`src/rtl/kwdt_pkg.sv`:
```
package kwdt_pkg;
  localparam int ADDR_W = 4;
  localparam int DATA_W = 32;
  localparam logic [ADDR_W-1:0] OFS_CNT  = 4'h0;
  localparam logic [ADDR_W-1:0] OFS_CTRL = 4'h4;
  localparam logic [ADDR_W-1:0] OFS_AUX  = 4'h8;
  localparam logic [15:0] KEY_CNT  = 16'h5A5A;
  localparam logic [23:0] KEY_CTRL = 24'hA5A5A5;
  localparam int BIT_OVF  = 4;
  localparam int BIT_BUSY = 5;
  localparam int BIT_EN   = 7;

  // log2 of the divide ratio for each select code
  function automatic logic [3:0] div_shift(input logic [2:0] code);
    case (code)
      3'd0: div_shift = 4'd0;
      3'd1: div_shift = 4'd2;
      3'd2: div_shift = 4'd4;
      3'd3: div_shift = 4'd5;
      3'd4: div_shift = 4'd6;
      3'd5: div_shift = 4'd7;
      3'd6: div_shift = 4'd10;
      default: div_shift = 4'd12;
    endcase
  endfunction
endpackage

```
`src/rtl/kwdt_key_gate.sv`:
```
module kwdt_key_gate
  import kwdt_pkg::*;
#(
  parameter int BUSY_CYCLES = 3
) (
  input  logic              clk,
  input  logic              rst,
  input  logic              we,
  input  logic [ADDR_W-1:0] addr,
  input  logic [DATA_W-1:0] wdata,
  output logic              cnt_wr,
  output logic              ctrl_wr,
  output logic              aux_wr,
  output logic              busy
);
  localparam int BW = $clog2(BUSY_CYCLES + 1);

  logic [BW-1:0] busy_cnt;
  logic          open_wr;
  logic          cnt_key_ok;
  logic          ctrl_key_ok;

  assign cnt_key_ok  = (wdata[31:16] == KEY_CNT);
  assign ctrl_key_ok = (wdata[31:8] == KEY_CTRL);
  assign open_wr     = we && !busy;

  assign cnt_wr  = open_wr && (addr == OFS_CNT)  && cnt_key_ok;
  assign ctrl_wr = open_wr && (addr == OFS_CTRL) && ctrl_key_ok;
  assign aux_wr  = open_wr && (addr == OFS_AUX)  && ctrl_key_ok;
  assign busy    = (busy_cnt != '0);

  always_ff @(posedge clk) begin
    if (rst) begin
      busy_cnt <= '0;
    end else if (cnt_wr || ctrl_wr || aux_wr) begin
      busy_cnt <= BW'(BUSY_CYCLES);
    end else if (busy_cnt != '0) begin
      busy_cnt <= busy_cnt - 1'b1;
    end
  end
endmodule

```
`src/rtl/kwdt_prescaler.sv`:
```
module kwdt_prescaler
  import kwdt_pkg::*;
#(
  parameter int PS_W = 12
) (
  input  logic       clk,
  input  logic       rst,
  input  logic       run,
  input  logic [2:0] sel,
  output logic       tick
);
  logic [PS_W-1:0] pcnt;
  logic [PS_W:0]   one_sh;
  logic [PS_W-1:0] mask;

  always_comb begin
    one_sh = (PS_W+1)'(1) << div_shift(sel);
    mask   = one_sh[PS_W-1:0] - PS_W'(1);
  end

  assign tick = run && ((pcnt & mask) == mask);

  always_ff @(posedge clk) begin
    if (rst || !run) begin
      pcnt <= '0;
    end else begin
      pcnt <= pcnt + 1'b1;
    end
  end
endmodule

```
`src/rtl/keyed_watchdog.sv`:
```
module keyed_watchdog
  import kwdt_pkg::*;
#(
  parameter int CNT_W       = 16,
  parameter int PS_W        = 12,
  parameter int BUSY_CYCLES = 3
) (
  input  logic              clk,
  input  logic              rst,
  input  logic              we,
  input  logic              re,
  input  logic [ADDR_W-1:0] addr,
  input  logic [DATA_W-1:0] wdata,
  output logic [DATA_W-1:0] rdata,
  output logic              rst_req
);
  logic             cnt_wr, ctrl_wr, aux_wr, busy, tick, wrap;
  logic [CNT_W-1:0] cnt_q;
  logic [2:0]       cks_q;
  logic             ovf_q, en_q, rst_req_q;
  logic [7:0]       aux_q;
  logic [DATA_W-1:0] rd_mux, rdata_q;

  kwdt_key_gate #(.BUSY_CYCLES(BUSY_CYCLES)) u_gate (
    .clk(clk), .rst(rst), .we(we), .addr(addr), .wdata(wdata),
    .cnt_wr(cnt_wr), .ctrl_wr(ctrl_wr), .aux_wr(aux_wr), .busy(busy)
  );

  kwdt_prescaler #(.PS_W(PS_W)) u_ps (
    .clk(clk), .rst(rst), .run(en_q), .sel(cks_q), .tick(tick)
  );

  assign wrap = tick && (cnt_q == '1);

  always_comb begin
    rd_mux = '0;
    case (addr)
      OFS_CNT:  rd_mux[CNT_W-1:0] = cnt_q;
      OFS_CTRL: begin
        rd_mux[2:0]      = cks_q;
        rd_mux[BIT_OVF]  = ovf_q;
        rd_mux[BIT_BUSY] = busy;
        rd_mux[BIT_EN]   = en_q;
      end
      OFS_AUX:  rd_mux[7:0] = aux_q;
      default:  rd_mux = '0;
    endcase
  end

  always_ff @(posedge clk) begin
    if (rst) begin
      cnt_q     <= '0;
      cks_q     <= '0;
      ovf_q     <= 1'b0;
      en_q      <= 1'b0;
      aux_q     <= '0;
      rst_req_q <= 1'b0;
      rdata_q   <= '0;
    end else begin
      if (cnt_wr) begin
        cnt_q <= wdata[CNT_W-1:0];
      end else if (tick) begin
        cnt_q <= cnt_q + 1'b1;
      end
      if (ctrl_wr) begin
        cks_q <= wdata[2:0];
        en_q  <= wdata[BIT_EN];
      end
      if (wrap) begin
        ovf_q <= 1'b1;
      end else if (ctrl_wr && !wdata[BIT_OVF]) begin
        ovf_q <= 1'b0;
      end
      if (aux_wr) begin
        aux_q <= wdata[7:0];
      end
      rst_req_q <= wrap;
      if (re) begin
        rdata_q <= rd_mux;
      end
    end
  end

  assign rdata   = rdata_q;
  assign rst_req = rst_req_q;
endmodule

```
`config.mk`:
```
export PLATFORM = sky130hd
export DESIGN_NAME = keyed_watchdog
export DESIGN_NICKNAME = d
export VERILOG_FILES = /design/src/rtl/kwdt_pkg.sv /design/src/rtl/kwdt_key_gate.sv /design/src/rtl/kwdt_prescaler.sv /design/src/rtl/keyed_watchdog.sv
export SDC_FILE = /design/constraint.sdc
export NUM_CORES = 1
export LEC_CHECK = 0
export CORE_ASPECT_RATIO = 0.5
export CORE_MARGIN = 2
export CORE_UTILIZATION = 51
export DETAILED_ROUTE_END_ITERATION = 10
export PLACE_DENSITY = 0.91
export SLEW_MARGIN = 20
export SYNTH_ARGS = -nofsm -noshare
export SYNTH_HDL_FRONTEND = slang
export SYNTH_SLANG_ARGS = --single-unit
```
`constraint.sdc`:
```
create_clock -name clk -period 3.3 [get_ports clk]
set_input_delay 0.66 -clock clk [delete_from_list [all_inputs] [get_ports clk]]
set_output_delay 0.66 -clock clk [all_outputs]
set_load 0.01 [all_outputs]
```
==> key figures <==
Status
  • Status: finished clean

STA
  • Post-route worst setup slack: 0.210 ns
  • Setup TNS: 0 ns
  • Final Slew Violations: 0
  • Final Hold Viols: 0
  • Final setup fails: 0
  • Fin Clk Skew: approximately 0.0030 ns
  • Slew @ Worst Pin: 0.625 ns
  • Max frequency: 324 MHz
  • Slew headroom: 58.2%
  • RSZ-0062 raised after global routing: no
  • Tcrit/Tclk final: 93.6%
  • Minimum clock period: between 3 and 4 ns

Pwr
  • Leakage: 1.43 nW
  • Cell-internal power: 1.47 mW
  • Sequential share of power: 39.7%
  • Power share of the combinational group: ~9%
  • PnR Total Power: 1.87 mW
  • Switching Power: between 300 and 400 µW
  • Maximum vdd drop: 0.226 mV
  • PD cells: 454 nW/µm²
  • Net Sw Frac: 21.4%
  • Clk pwr share: approximately half

Route
  • DRC viols: 0
  • Detailed-route via count: a little over 3000
  • Initial DRT Pass Iterations: 6
  • Via/cell ratio: 5.83
  • Number of routed nets with antenna violations: 0
  • Number of DRC markers in iteration 0: approximately 330
  • Total Routed Length: roughly 8.4 mm
  • Routed WL per cell: roughly 16 µm

Clock network
  • Cts hold-fix bufs: 0
  • CTS tree: built
  • CTS HTree Levels: 3
  • Post-CTS sizing: 0
  • Clock root cell: clkbuf_16
  • Clk_lat worst skew: about 0.33 ns
  • Post-CTS Setup Repair Bufs: 0
  • Clk pin slew, worst setup/hold paths: 0.05 ns
  • CTS sink cnt: 60
  • Clock tree buffer depth: 2
  • Num CTS Buffers: 9

Floorplanning
  • Die Y: 60.3 µm
  • Chip Width: 117 µm
  • Die ar.: between 7000 and 8000 µm²
  • Core area: between 6000 and 7000 µm²
  • Initial Util: 53.0%
  • Ports: 73
  • Cell Rows: 20

Synth
  • FFs w/ async S/R, synth: 0%
  • Sequential-to-total area share from yosys stat: 37.1%
  • Top cells by area, synth: dfxtp_1 37%, nor2_1 6.3%, mux2i_1 5.9%
  • Synth Instances: 386
  • Netlist cell types: 50
  • Main synth FF type: dfxtp_1
  • Area leader, netlist: dfxtp_1
  • Cell area after synthesis: 3230 µm²
  • Synth warn: 0
  • Post-synth EDFFs: 0
  • Syn Area/Cell: 8.38 µm²
  • Top-area cell type share of the netlist area: a little under two fifths
  • Yosys reg bits: 60

Global route
  • First-pass GRT wire length: 13.6 mm
  • Vias in the first global route: slightly below 3000
  • GRT Util Overall: 25.3%
  • Initial antenna violation count: 0
  • Total gr overflow: 0
  • Pin count of the biggest net entering global routing: 28

Critical path
  • Largest fanout on the critical path: 21
  • Crit path DAT: about 3.3 ns
  • R2R setup slack: 0.21 ns
  • Crit Path Class: reg2reg
  • WP data required: between 3 and 4 ns
  • CP endpoint kind: register
  • CP startpoint kind: register

Min path
  • Hold Crit Class: reg2reg

Finish
  • Final #Nets: 483
  • Final core occ: 67.2%
  • Most frequent cells in the layout: 60 x dfxtp_1, 56 x clkdlybuf4s50_1, 54 x nor2_1, 23 x nand3_1
  • Layout cell share with drive strength beyond 1: 8.13%
  • Commonest non-fill, non-tap cell in the layout: dfxtp_1
  • Fillers: 448
  • ANT cells: 0
  • Final instance area: between 4000 and 5000 µm²
  • P&R area growth vs syn: 26.9%

Placed design
  • Port Buffer Count: 56
  • Dpl ws: about 0.23 ns
  • Area post-placement: 3800 µm²
  • Detailed placement HPWL: 5.64 mm
  • GP Congestion: between 0.8 and 0.9

Flow run
  • Number of max-cap violations: 0
[worst max-delay path, cell delays in order, from the launching register on]
cell and delay [ns]:
dfxtp_1 0.40, or3_1 0.44, ha_1 0.30, or2_2 0.10, o2111ai_2 0.14, nor4_4 0.31, nand3_2 0.36, or4_1 0.65
a311oi_1 0.28
[synthesized netlist by cell type, types with 3 or more instances]
library cell and count:
dfxtp_1 60, nor2_1 54, nand3_1 23, a21oi_1 21, nand2_1 21, mux2i_1 19
buf_4 17, clkbuf_1 15, a311oi_1 13, nand2b_1 12, o21ai_0 12, inv_1 10
and3_1 9, o31ai_1 9, or4_1 9, nor2b_1 8, xor2_1 7, nor4bb_1 6
xnor2_1 6, a211oi_1 4, ha_1 4, nand4_1 4, or3_1 4, buf_6 3
nor3_1 3
[power groups by stage]
stage	Combinational [mW]	Clock [mW]	Sequential [mW]
final	0.170	0.954	0.741
after global routing	0.186	0.987	0.742
after global placement	0.162	0	0.755
after detailed placement	0.167	0	0.755
after CTS	0.168	0.955	0.741
after floorplan	0.104	0	0.755
[routing by layer]
metal / GRT usage [%] / part of all wire, %
met5: 0 / 0
met4: 9.24 / 1.9
met2: 43.3 / 48
met1: 31.2 / 43
met3: 7.20 / 7.5
[kinds of logic after synthesis]
group | after synthesis | share of synthesized area, %
AO/OA/AOI/OAI | 68 | 14.2
flip-flops | 60 | 37.1
buffers and inverters | 50 | 8.55
AND/OR/NAND/NOR | 168 | 28.2
XOR/XNOR | 13 | 3.52
multiplexers | 21 | 6.58
other | 2 | 0.232
adder cells (fa/ha/maj) | 4 | 1.55
[state kept, by name, summed over array words and instances (netlist names)]
| register | flops |
|---|---|
| rdata | 16 |
| cks_q | 3 |
| u_ps.pcnt | 12 |
| en_q | 1 |
| rst_req | 1 |
| cnt_q | 16 |
| u_gate.busy_cnt | 2 |
| aux_q | 8 |
| ovf_q | 1 |
[path summary, 6_finish.rpt]
check	start	end	depth (start not counted)
setup / recovery	cks_q[1]	cnt_q[12]	8
hold / removal	rdata[10]	rdata[10]	2
setup reg to reg	cks_q[1]	cnt_q[12]	8
hold reg to reg	rdata[10]	rdata[10]	2
[per-stage QoR]
step                instances  hold WS, ns
floorplan                 401        0.436
global placement          516        0.451
detailed placement        516        0.461
CTS                       531        0.475
global route              531        0.480
finish                    531        0.468
[layout make-up]
| cell class | count | area, µm² | share of cell area [%] |
|---|---|---|---|
| clock buffers | 14 | 274 | 6.67 |
| repair buffers | 66 | 636 | 15.5 |
| well taps | 88 | 110 | 2.68 |
| flip-flops and latches | 60 | 1200 | 29.3 |
| clock inverters | 1 | 30.0 | 0.731 |
| inverters | 11 | 41.3 | 1.01 |
| multi-input cells | 291 | 1810 | 44.2 |
Note: power is estimated with default switching activity, not from simulation.
